--- config.mk ---
export PLATFORM = sky130hd
export DESIGN_NAME = ucode_seq
export DESIGN_NICKNAME = d
export VERILOG_FILES = /design/src/rtl/ucode_pkg.sv /design/src/rtl/ucode_rom.sv /design/src/rtl/ucode_dispatch.sv /design/src/rtl/ucode_next_addr.sv /design/src/rtl/ucode_seq.sv
export SDC_FILE = /design/constraint.sdc
export NUM_CORES = 1
export LEC_CHECK = 0
export CAP_MARGIN = 20
export CORE_AREA = 2 2 39 41
export DETAILED_ROUTE_END_ITERATION = 12
export DIE_AREA = 0 0 41 43
export PLACE_DENSITY = 0.68
export SLEW_MARGIN = 20
export SYNTH_ARGS = -nofsm -noshare
export SYNTH_HDL_FRONTEND = slang
export SYNTH_SLANG_ARGS = --single-unit
--- constraint.sdc ---
create_clock -name clk -period 2.27 [get_ports clk]
set_input_delay 0.681 -clock clk [delete_from_list [all_inputs] [get_ports clk]]
set_output_delay 0.681 -clock clk [all_outputs]
set_load 0.02 [all_outputs]
--- src/rtl/ucode_pkg.sv ---
package ucode_pkg;

   typedef enum logic [1:0] {ALU_ADD = 2'd0, ALU_SUB = 2'd1, ALU_FUNC = 2'd2, ALU_RSV = 2'd3} alu_e;
   typedef enum logic       {S1_PC = 1'b0, S1_A = 1'b1} src1_e;
   typedef enum logic [1:0] {S2_B = 2'd0, S2_FOUR = 2'd1, S2_IMM = 2'd2, S2_IMMSH = 2'd3} src2_e;
   typedef enum logic [1:0] {RF_IDLE = 2'd0, RF_READ = 2'd1, RF_WR_ALU = 2'd2, RF_WR_MDR = 2'd3} rf_e;
   typedef enum logic [1:0] {MM_IDLE = 2'd0, MM_RD_PC = 2'd1, MM_RD_ALU = 2'd2, MM_WR_ALU = 2'd3} mem_e;
   typedef enum logic [1:0] {PW_NONE = 2'd0, PW_ALU = 2'd1, PW_COND = 2'd2, PW_JUMP = 2'd3} pcw_e;
   typedef enum logic [1:0] {SQ_STEP = 2'd0, SQ_FETCH = 2'd1, SQ_DISP = 2'd2, SQ_RSV = 2'd3} seq_e;

   typedef struct packed {
      alu_e  alu;
      src1_e s1;
      src2_e s2;
      rf_e   rf;
      mem_e  mm;
      pcw_e  pw;
      seq_e  sq;
   } uword_t;

   localparam int unsigned UWORD_W = $bits(uword_t);

   // control store layout
   localparam int unsigned UA_FETCH0 = 0;
   localparam int unsigned UA_FETCH1 = 1;
   localparam int unsigned UA_RT0    = 2;
   localparam int unsigned UA_RT1    = 3;
   localparam int unsigned UA_BEQ    = 4;
   localparam int unsigned UA_USED   = 5;

endpackage

--- src/rtl/ucode_rom.sv ---
module ucode_rom
   import ucode_pkg::*;
#(
   parameter int unsigned UA_W = 3
) (
   input  logic [UA_W-1:0] addr,
   output uword_t          word
);

   localparam int unsigned DEPTH = 1 << UA_W;

   if (DEPTH < UA_USED) begin : g_depth_chk
      $error("ucode_rom: UA_W too small for the control store");
   end

   function automatic uword_t word_at(int unsigned a);
      uword_t w;
      w = '{alu: ALU_ADD, s1: S1_PC, s2: S2_B, rf: RF_IDLE, mm: MM_IDLE, pw: PW_NONE, sq: SQ_FETCH};
      case (a)
         UA_FETCH0: w = '{alu: ALU_ADD, s1: S1_PC, s2: S2_FOUR, rf: RF_IDLE,
                          mm: MM_RD_PC, pw: PW_ALU, sq: SQ_STEP};
         UA_FETCH1: w = '{alu: ALU_ADD, s1: S1_PC, s2: S2_IMMSH, rf: RF_READ,
                          mm: MM_IDLE, pw: PW_NONE, sq: SQ_DISP};
         UA_RT0:    w = '{alu: ALU_FUNC, s1: S1_A, s2: S2_B, rf: RF_IDLE,
                          mm: MM_IDLE, pw: PW_NONE, sq: SQ_STEP};
         UA_RT1:    w = '{alu: ALU_ADD, s1: S1_PC, s2: S2_B, rf: RF_WR_ALU,
                          mm: MM_IDLE, pw: PW_NONE, sq: SQ_FETCH};
         UA_BEQ:    w = '{alu: ALU_SUB, s1: S1_A, s2: S2_B, rf: RF_IDLE,
                          mm: MM_IDLE, pw: PW_COND, sq: SQ_FETCH};
         default:   ;
      endcase
      return w;
   endfunction

   uword_t store [DEPTH];

   for (genvar i = 0; i < DEPTH; i++) begin : g_word
      assign store[i] = word_at(i);
   end

   assign word = store[addr];

endmodule

--- src/rtl/ucode_dispatch.sv ---
module ucode_dispatch #(
   parameter int unsigned OP_W      = 6,
   parameter int unsigned UA_W      = 3,
   parameter int unsigned OP_RTYPE  = 0,
   parameter int unsigned OP_BEQ    = 4,
   parameter int unsigned ENT_RTYPE = 2,
   parameter int unsigned ENT_BEQ   = 4,
   parameter int unsigned ENT_FETCH = 0
) (
   input  logic [OP_W-1:0] opcode,
   output logic [UA_W-1:0] target
);

   localparam logic [OP_W-1:0] OPC_R = OP_W'(OP_RTYPE);
   localparam logic [OP_W-1:0] OPC_B = OP_W'(OP_BEQ);

   if (OP_RTYPE == OP_BEQ) begin : g_op_chk
      $error("ucode_dispatch: class opcodes must differ");
   end
   if (OP_RTYPE >= (1 << OP_W) || OP_BEQ >= (1 << OP_W)) begin : g_opw_chk
      $error("ucode_dispatch: opcode does not fit OP_W");
   end

   always_comb begin
      if (opcode == OPC_R)      target = UA_W'(ENT_RTYPE);
      else if (opcode == OPC_B) target = UA_W'(ENT_BEQ);
      else                      target = UA_W'(ENT_FETCH);
   end

endmodule

--- src/rtl/ucode_next_addr.sv ---
module ucode_next_addr
   import ucode_pkg::*;
#(
   parameter int unsigned UA_W       = 3,
   parameter int unsigned FETCH_ADDR = 0,
   parameter bit          ASYNC_RST  = 1'b1
) (
   input  logic            clk,
   input  logic            rst_n,
   input  seq_e            seq,
   input  logic [UA_W-1:0] disp_target,
   output logic [UA_W-1:0] upc
);

   localparam logic [UA_W-1:0] FETCH_UA = UA_W'(FETCH_ADDR);

   logic [UA_W-1:0] upc_nxt;

   always_comb begin
      case (seq)
         SQ_STEP: upc_nxt = upc + UA_W'(1);
         SQ_DISP: upc_nxt = disp_target;
         default: upc_nxt = FETCH_UA;
      endcase
   end

   if (ASYNC_RST) begin : g_arst
      always_ff @(posedge clk or negedge rst_n) begin
         if (!rst_n) upc <= FETCH_UA;
         else        upc <= upc_nxt;
      end
   end else begin : g_srst
      always_ff @(posedge clk) begin
         if (!rst_n) upc <= FETCH_UA;
         else        upc <= upc_nxt;
      end
   end

endmodule

--- src/rtl/ucode_seq.sv ---
module ucode_seq
   import ucode_pkg::*;
#(
   parameter int unsigned OP_W      = 6,
   parameter int unsigned UA_W      = 3,
   parameter int unsigned OP_RTYPE  = 0,
   parameter int unsigned OP_BEQ    = 4,
   parameter bit          ASYNC_RST = 1'b1
) (
   input  logic            clk,
   input  logic            rst_n,
   input  logic [OP_W-1:0] opcode,
   input  logic            cond_flag,
   output logic [1:0]      alu_ctl,
   output logic            src1_sel,
   output logic [1:0]      src2_sel,
   output logic [1:0]      rf_ctl,
   output logic [1:0]      mem_ctl,
   output logic [1:0]      pc_src,
   output logic [1:0]      seq_ctl,
   output logic            pc_we
);

   if (UWORD_W < 13) begin : g_w_chk
      $error("ucode_seq: microword narrower than required");
   end

   logic [UA_W-1:0] upc;
   logic [UA_W-1:0] disp_target;
   uword_t          uw;

   ucode_rom #(.UA_W(UA_W)) u_rom (
      .addr (upc),
      .word (uw)
   );

   ucode_dispatch #(
      .OP_W      (OP_W),
      .UA_W      (UA_W),
      .OP_RTYPE  (OP_RTYPE),
      .OP_BEQ    (OP_BEQ),
      .ENT_RTYPE (UA_RT0),
      .ENT_BEQ   (UA_BEQ),
      .ENT_FETCH (UA_FETCH0)
   ) u_disp (
      .opcode (opcode),
      .target (disp_target)
   );

   ucode_next_addr #(
      .UA_W       (UA_W),
      .FETCH_ADDR (UA_FETCH0),
      .ASYNC_RST  (ASYNC_RST)
   ) u_next (
      .clk         (clk),
      .rst_n       (rst_n),
      .seq         (uw.sq),
      .disp_target (disp_target),
      .upc         (upc)
   );

   always_comb begin
      case (uw.pw)
         PW_ALU, PW_JUMP: pc_we = 1'b1;
         PW_COND:         pc_we = cond_flag;
         default:         pc_we = 1'b0;
      endcase
   end

   assign alu_ctl  = uw.alu;
   assign src1_sel = uw.s1;
   assign src2_sel = uw.s2;
   assign rf_ctl   = uw.rf;
   assign mem_ctl  = uw.mm;
   assign pc_src   = uw.pw;
   assign seq_ctl  = uw.sq;

endmodule

Word-level counts from Yosys, hierarchy flattened
Memories as Yosys holds them, arrays and structs flattened.
Cells that the tools add are included.
{"block": "word_totals", "n_memories": 1, "word_cells": 19, "mem_bits_ro": 104, "inputBits": 9, "regBits": 3, "out_inout_bits": 14}
{"block": "classes", "muxes": 6, "reduce_logical": 3, "n_eq_ne": 5, "order_cmp": 1, "addsub": 1, "n_bitwise": 1}
{"memory": "(name not given)", "words": 8, "width": 13, "read_ports": 1, "rd_ports_with_merged_regs": 0, "wr": 0, "line_no": "ucode_rom.sv:41", "source": "assign word = store[addr];"}
{"op": "$mux 13", "count": 2}
{"op": "$eq 2x2->1 const B", "count": 3}
{"op": "$eq 6x3->1 const B", "count": 1}
{"op": "$logic_not 6->1", "count": 1}
{"op": "$mux 3", "count": 2}
{"op": "$pmux 3 s2", "count": 1}
{"op": "$ge 4x4->1 const B", "count": 1}
{"op": "$not 3->4", "count": 1}
{"op": "$add 3x1->3 const B", "count": 1}
{"op": "$eq 2x1->1 const B", "count": 1}
{"op": "$logic_not 2->1", "count": 1}
{"op": "$pmux 1 s2", "count": 1}
{"op": "$reduce_or 2->1", "count": 1}

Depth between registers and ports, before layout
{"block": "depth", "ltp_word": 7, "mapped_depth": 5, "depth_no_buf": 5}

Modules after synthesis
Synthesis repeated with hierarchy kept, for this count alone.
{"block": "hier_totals", "cells_unflattened": 33, "area_unflattened_um2": 301.5}
{"module": "ucode_next_addr", "seq_area_each_um2": 75.1, "area_each_um2": 151.4, "cells_each": 12, "instances": 1}
{"module": "ucode_rom", "seq_area_each_um2": 0.0, "area_each_um2": 102.6, "cells_each": 15, "instances": 1}
{"module": "ucode_dispatch", "seq_area_each_um2": 0.0, "area_each_um2": 40.0, "cells_each": 5, "instances": 1}
{"module": "ucode_seq", "seq_area_each_um2": 0.0, "area_each_um2": 7.5, "cells_each": 1, "instances": 1}

Worst setup path before layout
Ideal clock, no wire load.
{"block": "synth_path", "kind": "reg-to-output", "from": "reg u_next.upc[0]", "to": "out pc_src[0]", "required_time_ns": 1.589, "path_buffers": 1, "arrival_time_ns": 1.223, "setup_slack_ns": 0.366, "path_stages_with_launch": 5, "cell_sequence": "dfrtp_1 -> inv_1 -> ha_1 -> nor2b_1 -> buf_4"}
{"block": "synth_via", "elab_chain_cells": 4}
{"item": "from (decl)", "line_no": "ucode_next_addr.sv:12", "source": "output logic [UA_W-1:0] upc"}
{"item": "from (signal assigned)", "line_no": "ucode_next_addr.sv:30", "source": "else upc <= upc_nxt;"}
{"item": "$not 3->4 (implied by the code)", "line_no": "ucode_rom.sv:41"}
{"item": "$mem_v2 8x13"}
{"item": "$mux 13 (implied by the code) (2 in a row)", "line_no": "ucode_rom.sv:41"}
{"item": "to (decl)", "line_no": "ucode_seq.sv:19", "source": "output logic [1:0] pc_src,"}
Every way passes these cells. The select of a mux whose other input is x is not followed.

Final worst setup path
{"block": "layout_path", "from": "in cond_flag", "to": "out pc_we"}
{"block": "layout_via", "elab_chain_cells": 1}
{"item": "from (decl)", "line_no": "ucode_seq.sv:13", "source": "input logic cond_flag,"}
{"item": "$pmux 1 s2", "line_no": "ucode_seq.sv:63", "source": "case (uw.pw)"}
{"item": "to (decl)", "line_no": "ucode_seq.sv:21", "source": "output logic pc_we"}
Every way passes these cells.

==> results.yml <==
sta:
  setup_violations: 0
  hold_viol_final: 0
  worst_slack_ns: 0.0566
  period_minus_slack_ns: 2.21
  slew_viol_final: 0
  clock_skew_ns: 0.00193
  max_freq_ghz: 0.452
  rsz0062_at_grt: "false"
  fin_crit_sh_pct: 97.5
detailed_routing:
  drc: 0
  wl_per_cell_microns: 8.20
  routed_wl_microns: 648
  drt.antenna.violating_nets: 0
  drt-initial-drc-count: 4
  met3WireLength_microns: 73
  dr_wl_met2_microns: 311
  top_layer: "met3"
  vias: 326
  drt-met1-wl_microns: 263
  first_pass_iters: 3
  avgViaCountPerCell: 4.13
clock_network:
  clockBufferDepth: 2
  root_buffer: "clkbuf_4"
  clk_latency_ns: 0.23
  cts_buffers: 3
  cts_setup_buffers: 0
  cts.htree.levels: 1
  cts_num_sinks: 3
  cts_tree: "done"
  clkTransAtPathRegs_ns: 0.03
power_and_ir_drop:
  power.total_mw: 0.547
  p_per_area_nw_per_um2: 957
  leakage_nw: 0.326
  vdd_drop_max_uv: 297
die:
  core_area_sq_um: 1380
  start_util_pct: 23.8
  io_pins: 23
  rows: 14
  fp.dieW_microns: 41
  fp.dieH_microns: 43
  dieArea_sq_um: 1760
setup_path:
  worst_setup_path_end_kind: "output pin"
  cp_max_fo: 1
  crit_path_top_delay_cell: "clkdlybuf4s50_1"
  worstSetupPathType: "input port to output pin"
  crit_path_cell_trace: "clkdlybuf4s50_1 -> o21a_1 -> clkdlybuf4s15_1"
  startpoint_type: "input port"
  cp.required_ns: 1.59
  cp_data_arrival_time_ns: 1.53
  slowest_delay_ns: 0.46
logic_synthesis:
  syn_nets: 54
  synth_area_leader_cell: "ha_1"
  yosys_warnings: 0
  synthCells: 38
  async_reset_ff_share_pct: 100
  synth-edff-count: 0
  post_synth_num_cell_types: 15
  synth.top_cell.area_share_pct: 26.6
  ys_seq_area_share_pct: 22.8
  synth_flop_cell: "dfrtp_1"
  ys_ff_latch: 3
  avgSynthCellArea_sq_um: 8.66
  synthTopCellsByArea: "ha_1, dfrtp_1, buf_4, inv_1, o41ai_1"
  syn_area_sq_um: 329
  synth_common_cells: "ha_1, inv_1, buf_4"
final_layout:
  drive_gt1_share_pct: 17.5
  finalNonFillerCells: 79
  multi_input_area_sq_um: 190
  utilization_pct: 41.3
  top_regs: "u_next.upc (3)"
  top_register: "u_next.upc"
  n_fill_cell: 135
  largest_reg_flops: 3
  n_antenna_cell: 0
  regArea_sq_um: 75.1
  syn_to_final_growth_pct: 73.8
  final_nets: 80
placed_design:
  dp.cells: 75
  pre_cts_ws_ns: -0.248
  dp_hpwl_microns: 567
  port_buffers: 21
  gp_congestion: 0.805
global_routing:
  antenna_found_initial: 0
  grt-ovfl-total: 0
  grt_pass1_wl_microns: 1080
  grt_max_degree: 7
  grt_pass1_vias: 278
  grt.total_usage_pct: 9.77
run_status:
  status: "completed"
job:
  cap_viol_max_count: 0
worst_hold_path:
  holdCritPathClass: "flop to flop"
worst max-delay path: cells and delay by family:
family          cells  cell delay [ns]
compound gates      1             0.10
buf+inv             2             0.75
report_power, final:
group	internal [mW]	total (mW)	switching, mW
Sequential	0.0684	0.0820	0.0136
Clock	0.0657	0.0908	0.0251
Combinational	0.172	0.374	0.202
final timing paths:
check | from | end | slack, ns | depth (start not counted)
max | cond_flag | pc_we | 0.06 | 3
min | u_next.upc[0] | u_next.upc[0] | 0.55 | 2
max reg2reg | u_next.upc[1] | u_next.upc[1] | 0.79 | 6
min reg2reg | u_next.upc[0] | u_next.upc[0] | 0.55 | 2
max in group asynchronous | rst_n | u_next.upc[0] | 1.49 | 1
min in group asynchronous | rst_n | u_next.upc[1] | 0.63 | 1
cell type report:
class / count / share of cell area, %
Timing Repair Buffer: 26 / 40.9
Multi-Input combinational cell: 23 / 33.3
Sequential cell: 3 / 13.1
Clock buffer: 4 / 4.60
Inverter: 7 / 4.60
Tap cell: 16 / 3.50
metrics by stage:
stage               setup TNS, ns  cell area (sq um)  hold WS, ns
floorplan                       0                329        0.385
global placement           -0.231                559        0.546
detailed placement         -0.248                559        0.551
CTS                             0                573        0.555
global route                    0                572        0.596
finish                          0                572        0.548
cell families (layout without fill, tap and decap cells):
| family | count (synthesis) | count (layout) | share of synthesized area [%] |
|---|---|---|---|
| simple gates | 12 | 12 | 22.4 |
| buf+inv | 12 | 37 | 19.4 |
| fa+ha+maj | 7 | 7 | 26.6 |
| compound gates | 3 | 3 | 7.61 |
| flops | 3 | 3 | 22.8 |
| other cells | 1 | 1 | 1.14 |
cells in the final DEF, fill, tap and decap left out, types with 2 or more instances in the layout:
master	netlist	final
o41ai_1	2	2
inv_1	7	7
nor2_1	2	2
dlygate4sd2_1	0	9
clkdlybuf4s50_1	0	9
nor2b_1	2	2
nand3_1	2	2
dfrtp_1	3	3
buf_4	5	5
clkbuf_4	0	3
nand4_1	2	2
ha_1	7	7
metal layers:
| metal | GRT usage [%] | vias up |
|---|---|---|
| met5 | 0 | - |
| met4 | 6.00 | 0 |
| met3 | 6.28 | 0 |
| met2 | 14.1 | 15 |
| met1 | 10.1 | 144 |
| li1 | - | 167 |
timing repair:
item | in CTS | in global routing
resized for setup | 12 | 3
endpoints found under the setup margin | 11 | 3
hold buffers | 0 | 0
Power figures use the tool's default switching activity.
